--- src/rtl/psw_pkg.sv ---
package psw_pkg;
  localparam int PSW_W  = 8;
  localparam int LVL_W  = 2;
  localparam int BANK_W = 2;
  localparam int NFLAG  = 3;  // zero, aux carry, carry

  // bit positions shared by push/restore layout
  localparam int IE_B   = 7;
  localparam int Z_B    = 6;
  localparam int RBS1_B = 5;
  localparam int AC_B   = 4;
  localparam int RBS0_B = 3;
  localparam int ISP1_B = 2;
  localparam int ISP0_B = 1;
  localparam int CY_B   = 0;

  localparam logic [PSW_W-1:0] PSW_RST = 8'h06;
endpackage

--- src/rtl/psw_alu_flags.sv ---
module psw_alu_flags #(
  parameter int            NF      = 3,
  parameter logic [NF-1:0] RST_VAL = '0
) (
  input  logic          clk_i,
  input  logic          rst_ni,
  input  logic [NF-1:0] val_i,
  input  logic [NF-1:0] we_i,
  input  logic          load_we_i,
  input  logic [NF-1:0] load_val_i,
  output logic [NF-1:0] q_o
);
  for (genvar g = 0; g < NF; g++) begin : g_flag
    always_ff @(posedge clk_i or negedge rst_ni) begin
      if (!rst_ni)        q_o[g] <= RST_VAL[g];
      else if (load_we_i) q_o[g] <= load_val_i[g];
      else if (we_i[g])   q_o[g] <= val_i[g];
    end

    p_flag_write_r3: assert property (@(posedge clk_i) disable iff (!rst_ni)
      (we_i[g] && !load_we_i) |=> (q_o[g] == $past(val_i[g])));
    p_flag_hold_r3: assert property (@(posedge clk_i) disable iff (!rst_ni)
      (!we_i[g] && !load_we_i) |=> $stable(q_o[g]));
  end
endmodule

--- src/rtl/psw_irq_ctrl.sv ---
module psw_irq_ctrl #(
  parameter int               LVL_W   = 2,
  parameter logic             RST_IE  = 1'b0,
  parameter logic [LVL_W-1:0] RST_ISP = '1
) (
  input  logic             clk_i,
  input  logic             rst_ni,
  input  logic             ei_i,
  input  logic             di_i,
  input  logic             ack_i,
  input  logic [LVL_W-1:0] lvl_i,
  input  logic             load_we_i,
  input  logic             load_ie_i,
  input  logic [LVL_W-1:0] load_isp_i,
  output logic             ie_o,
  output logic [LVL_W-1:0] isp_o
);
  always_ff @(posedge clk_i or negedge rst_ni) begin
    if (!rst_ni) begin
      ie_o  <= RST_IE;
      isp_o <= RST_ISP;
    end else if (load_we_i) begin
      ie_o  <= load_ie_i;
      isp_o <= load_isp_i;
    end else if (ack_i) begin
      ie_o  <= 1'b0;
      isp_o <= lvl_i;
    end else if (di_i) begin
      ie_o  <= 1'b0;  // disable wins over a simultaneous enable
    end else if (ei_i) begin
      ie_o  <= 1'b1;
    end
  end

  p_ack_r5: assert property (@(posedge clk_i) disable iff (!rst_ni)
    (ack_i && !load_we_i) |=> (!ie_o && isp_o == $past(lvl_i)));
  p_ei_r4: assert property (@(posedge clk_i) disable iff (!rst_ni)
    (ei_i && !di_i && !ack_i && !load_we_i) |=> ie_o);
  p_di_r4: assert property (@(posedge clk_i) disable iff (!rst_ni)
    (di_i && !load_we_i) |=> !ie_o);
  p_isp_hold_r8: assert property (@(posedge clk_i) disable iff (!rst_ni)
    (!ack_i && !load_we_i) |=> $stable(isp_o));
endmodule

--- src/rtl/psw_bank_reg.sv ---
module psw_bank_reg #(
  parameter int                BANK_W   = 2,
  parameter logic [BANK_W-1:0] RST_BANK = '0
) (
  input  logic              clk_i,
  input  logic              rst_ni,
  input  logic              we_i,
  input  logic [BANK_W-1:0] bank_i,
  input  logic              load_we_i,
  input  logic [BANK_W-1:0] load_bank_i,
  output logic [BANK_W-1:0] bank_o
);
  always_ff @(posedge clk_i or negedge rst_ni) begin
    if (!rst_ni)        bank_o <= RST_BANK;
    else if (load_we_i) bank_o <= load_bank_i;
    else if (we_i)      bank_o <= bank_i;
  end

  p_bank_write_r6: assert property (@(posedge clk_i) disable iff (!rst_ni)
    (we_i && !load_we_i) |=> (bank_o == $past(bank_i)));
  p_bank_hold_r6: assert property (@(posedge clk_i) disable iff (!rst_ni)
    (!we_i && !load_we_i) |=> $stable(bank_o));
endmodule

--- src/rtl/psw_unit.sv ---
module psw_unit
  import psw_pkg::*;
(
  input  logic              clk_i,
  input  logic              rst_ni,
  input  logic              res_zero_i,
  input  logic              zero_we_i,
  input  logic              aux_cy_i,
  input  logic              aux_cy_we_i,
  input  logic              cy_i,
  input  logic              cy_we_i,
  input  logic              ei_i,
  input  logic              di_i,
  input  logic              int_ack_i,
  input  logic [LVL_W-1:0]  int_lvl_i,
  input  logic              bank_we_i,
  input  logic [BANK_W-1:0] bank_i,
  input  logic              load_we_i,
  input  logic [PSW_W-1:0]  load_data_i,
  output logic [PSW_W-1:0]  psw_o,
  output logic [BANK_W-1:0] bank_o
);
  // flag vector order: {zero, aux carry, carry}
  localparam logic [NFLAG-1:0] FLAG_RST = {PSW_RST[Z_B], PSW_RST[AC_B], PSW_RST[CY_B]};
  localparam logic [LVL_W-1:0] ISP_RST  = {PSW_RST[ISP1_B], PSW_RST[ISP0_B]};
  localparam logic [BANK_W-1:0] BANK_RST = {PSW_RST[RBS1_B], PSW_RST[RBS0_B]};

  logic [NFLAG-1:0]  flags_q;
  logic [LVL_W-1:0]  isp_q;
  logic              ie_q;
  logic [BANK_W-1:0] bank_q;

  psw_alu_flags #(.NF(NFLAG), .RST_VAL(FLAG_RST)) u_flags (
    .clk_i      (clk_i),
    .rst_ni     (rst_ni),
    .val_i      ({res_zero_i, aux_cy_i, cy_i}),
    .we_i       ({zero_we_i, aux_cy_we_i, cy_we_i}),
    .load_we_i  (load_we_i),
    .load_val_i ({load_data_i[Z_B], load_data_i[AC_B], load_data_i[CY_B]}),
    .q_o        (flags_q)
  );

  psw_irq_ctrl #(.LVL_W(LVL_W), .RST_IE(PSW_RST[IE_B]), .RST_ISP(ISP_RST)) u_irq (
    .clk_i      (clk_i),
    .rst_ni     (rst_ni),
    .ei_i       (ei_i),
    .di_i       (di_i),
    .ack_i      (int_ack_i),
    .lvl_i      (int_lvl_i),
    .load_we_i  (load_we_i),
    .load_ie_i  (load_data_i[IE_B]),
    .load_isp_i ({load_data_i[ISP1_B], load_data_i[ISP0_B]}),
    .ie_o       (ie_q),
    .isp_o      (isp_q)
  );

  psw_bank_reg #(.BANK_W(BANK_W), .RST_BANK(BANK_RST)) u_bank (
    .clk_i       (clk_i),
    .rst_ni      (rst_ni),
    .we_i        (bank_we_i),
    .bank_i      (bank_i),
    .load_we_i   (load_we_i),
    .load_bank_i ({load_data_i[RBS1_B], load_data_i[RBS0_B]}),
    .bank_o      (bank_q)
  );

  always_comb begin
    psw_o         = '0;
    psw_o[IE_B]   = ie_q;
    psw_o[Z_B]    = flags_q[2];
    psw_o[RBS1_B] = bank_q[1];
    psw_o[AC_B]   = flags_q[1];
    psw_o[RBS0_B] = bank_q[0];
    psw_o[ISP1_B] = isp_q[1];
    psw_o[ISP0_B] = isp_q[0];
    psw_o[CY_B]   = flags_q[0];
  end

  assign bank_o = bank_q;

  p_load_r7: assert property (@(posedge clk_i) disable iff (!rst_ni)
    load_we_i |=> (psw_o == $past(load_data_i)));
endmodule

--- config.mk ---
export PLATFORM = sky130hd
export DESIGN_NAME = psw_unit
export DESIGN_NICKNAME = d
export VERILOG_FILES = /design/src/rtl/psw_pkg.sv /design/src/rtl/psw_alu_flags.sv /design/src/rtl/psw_irq_ctrl.sv /design/src/rtl/psw_bank_reg.sv /design/src/rtl/psw_unit.sv
export SDC_FILE = /design/constraint.sdc
export NUM_CORES = 1
export LEC_CHECK = 0
export ABC_CLOCK_PERIOD_IN_PS = 950
export BUFFER_PORTS_ARGS = -buffer_cell sky130_fd_sc_hd__buf_2
export CAP_MARGIN = 25
export CORE_AREA = 2 2 39 41
export CTS_BUF_LIST = sky130_fd_sc_hd__clkbuf_8 sky130_fd_sc_hd__clkbuf_16
export CTS_CLUSTER_SIZE = 25
export DETAILED_ROUTE_END_ITERATION = 10
export DIE_AREA = 0 0 41 43
export PLACE_DENSITY = 0.65
export SETUP_SLACK_MARGIN = 0.15
export SLEW_MARGIN = 20
export SYNTH_ARGS = -nofsm -noshare
export SYNTH_HDL_FRONTEND = slang
export SYNTH_SLANG_ARGS = --single-unit
--- constraint.sdc ---
create_clock -name clk_i -period 0.95 [get_ports clk_i]
set_clock_uncertainty 0.1 [all_clocks]
set_input_delay 0 -clock clk_i [delete_from_list [all_inputs] [get_ports clk_i]]
set_output_delay 0 -clock clk_i [all_outputs]
set_load 0.02 [all_outputs]
==> results.md <==
* Drt initial violations at 2
* Leakage at slightly below 0.4 nW
* Buf+Inv Stages, Crit Path at 1
* Failing checks: negative hold slack, negative setup slack
* Vias in the first global route at between 300 and 400
* IO Count at 35
* Source of the worst hold timing path: di_i
* Yosys warns at 0
* Final #Nets at about 110
* Power Total at 1.09 mW
* Inserted Clock Buffers at 3
* Post-CTS setup buffer count at 0
* Max Cap Viol at 0
* DIE HEIGHT at roughly 43 um
* DIE AREA at 1760 um2
* TritonCTS clock tree: yes
* Cts hold-fix bufs at 9
* Core Area at between 1000 and 1500 um2
* Clock latency on the worst-skew pair at about 0.22 ns
* Crit. End Element: output pin
* Yosys top cell area share at roughly two fifths
* Root Driver: clkbuf_8
* Synth Cell Area at between 300 and 400 um2
* Crit-path max FO at 2
* Crit path max-delay family: flip-flops
* Critical path depth at 1
* Vias at 406
* Hold depth at 2
* CTS max path bufs at 2
* Final wirelength at roughly 1000 um
* Syn nets at 61
* Port-buffer cells at 34
* R2R depth at 2
* Drt pass-1 iters at 3
* Outcome: finished with violations
* Rows at 14
* Layout area overhead at 92.7%
* Initial antenna violation count at 0
* Clk sinks at 8
* Cell variety after synth at 9
* Fraction of layout cells with a size suffix above 1 at 58.2%
* Crit path time final at just under 1 ns
* Worst-path cell chain: buf_6
* Leading post-synthesis cells by cell area: dfrtp_1, mux2i_1, dfstp_2
* Setup ws final at -0.0214 ns
* Gr usage total at 12.7%
* Dominant cell type by area after synthesis: dfrtp_1
* Worst reg2reg setup slack at roughly 0.040 ns
* Largest net degree at the start of global routing at 17
* Number of vias per cell at approximately 4.3
* Final max-slew violation count at 0
* N_diodes at 0
* Critical path class: register to output pin
* CP max stage cell: dfstp_2
* Post-route DRC at 0
* CP Data Required Time at ~0.85 ns
* Clk slew on worst S/H paths at 0.04 ns
* Post-DR wirelength/cell at 10.7 um
* Initial Utilization at between 20 and 30%
* Launch point of the worst reg-to-reg path: u_irq.isp_o[1]$_DFFE_PN1P_
* Crit path DAT at 0.87 ns
* # setup viols final at 2
* Worst hold path class: input port to register
* Mapped Cells at 36
* Cell area power density at 1450 nW/um2
* Antenna-violating nets left at 0
* Syn_area_per_cell at between 10 and 15 um2
* WHS Endpoint: u_irq.ie_o$_DFFE_PN0P_
* Seq/Total Area, Yosys at 51.8%
* Total grt overflow at 0
* Final hold vios at 7
* Worst slew pin tran at 0.264 ns
* Die W at 41 um
* Worst VDD drop at between 0.6 and 0.7 mV
* RSZ-0062 raised after global routing: yes
* Relative slew slack at ~82%
* Reg-to-Reg End: u_irq.isp_o[1]$_DFFE_PN1P_
* H-tree levels at 1
* Period utilization at 102%
* Hold Slack at -0.119 ns
* CP max stage delay at between 0.5 and 0.6 ns
* Max frequency at 1030 MHz
* CP Launch Type: register
* Synthesized flop and latch total at 8
* First-pass GRT wire length at ~1500 um
* RePlAce Congestion at 0.621
-- area by class of cell --
cell class,count,area [um2]
flip-flops and latches,8,209
well taps,16,20.0
fillers,130,629
clock buffers,3,41.3
clock inverters,1,3.75
multi-input cells,24,158
repair buffers,43,323
-- synthesized netlist by cell type --
| master | count |
|---|---|
| nand2_1 | 8 |
| mux2i_1 | 7 |
| dfrtp_1 | 6 |
| dfstp_2 | 2 |
| o41ai_2 | 1 |
| buf_6 | 1 |
| buf_4 | 3 |
| o21ai_0 | 7 |
| nor2_1 | 1 |
-- worst reg2reg max path: cells and delay by family, from the launching register on --
family,cells,cell delay [ns]
multiplexers,1,0.07
AO/OA/AOI/OAI,1,0.13
flip-flops,1,0.53
-- repair_timing --
| item | 4_1_cts | 5_1_grt |
|---|---|---|
| gates resized for setup | 21 | 1 |
| endpoints found under the setup margin | 18 | 18 |
| hold endpoints to repair | 16 | 4 |
| pin swaps | 0 | 1 |
-- sequential cells by signal, indices dropped and copies added, names as in the netlist --
register and count:
u_bank.bank_o 2, u_flags.q_o 3, u_irq.ie_o 1, u_irq.isp_o 2
-- through the flow --
| stage | setup TNS, ns | setup slack (ns) | instances | util (%) | area, um2 |
|---|---|---|---|---|---|
| after floorplan | 0 | 0.0283 | 36 | - | 398 |
| after global placement | 0 | 0.105 | 82 | 40.1 | 554 |
| after detailed placement | 0 | 0.0472 | 82 | 40.1 | 554 |
| after CTS | -0.0548 | -0.0349 | 95 | 54.3 | 752 |
| after global routing | -0.0882 | -0.0469 | 95 | 54.5 | 754 |
| final | -0.0387 | -0.0214 | 95 | 54.5 | 754 |
-- how the worst max path moves through the flow --
stage	to	from
after CTS	psw_o[2]	u_irq.isp_o[1]$_DFFE_PN1P_
after global placement	u_irq.isp_o[0]$_DFFE_PN1P_	u_irq.isp_o[0]$_DFFE_PN1P_
final	psw_o[2]	u_irq.isp_o[1]$_DFFE_PN1P_
after floorplan	u_irq.isp_o[0]$_DFFE_PN1P_	u_irq.isp_o[0]$_DFFE_PN1P_
after detailed placement	u_irq.isp_o[1]$_DFFE_PN1P_	u_irq.isp_o[1]$_DFFE_PN1P_
after global routing	psw_o[2]	u_irq.isp_o[1]$_DFFE_PN1P_
-- layout by cell type, fill, tap and decap left out --
cell,n
inv_1,1
o41ai_2,1
o21ai_1,7
mux2i_1,7
buf_6,10
buf_2,24
nor2_2,1
dfrtp_2,5
nand2_1,8
clkbuf_8,3
dfrtp_1,1
dlygate4sd3_1,9
dfstp_2,2
-- power by group --
group          leakage [nW]  switching (mW)  internal [mW]
sequential           0.0884          0.0252          0.383
combinational         0.269           0.123          0.161
clock                0.0269           0.122          0.279
total                 0.385           0.270          0.823
-- metal layers --
metal | up-vias | routed length, um | GRT usage [%] | part of all wire (%)
met4 | 0 | 10 | 8.00 | 0.98
li1 | 207 | - | - | -
met5 | - | 0 | 0 | 0
met1 | 177 | 365 | 13.5 | 36
met2 | 20 | 567 | 20.6 | 56
met3 | 2 | 72 | 3.14 | 7.1
-- kinds of logic (layout without fill, tap and decap cells) --
group,count (synthesis),in the layout,synth area share [%]
AOI/OAI and AO/OA,8,8,13.1
buffers and inverters,4,47,8.63
DFF,8,8,51.8
muxes,7,7,17.9
and+or+nand+nor,9,9,8.63
Note: power is estimated with default switching activity, not from simulation.
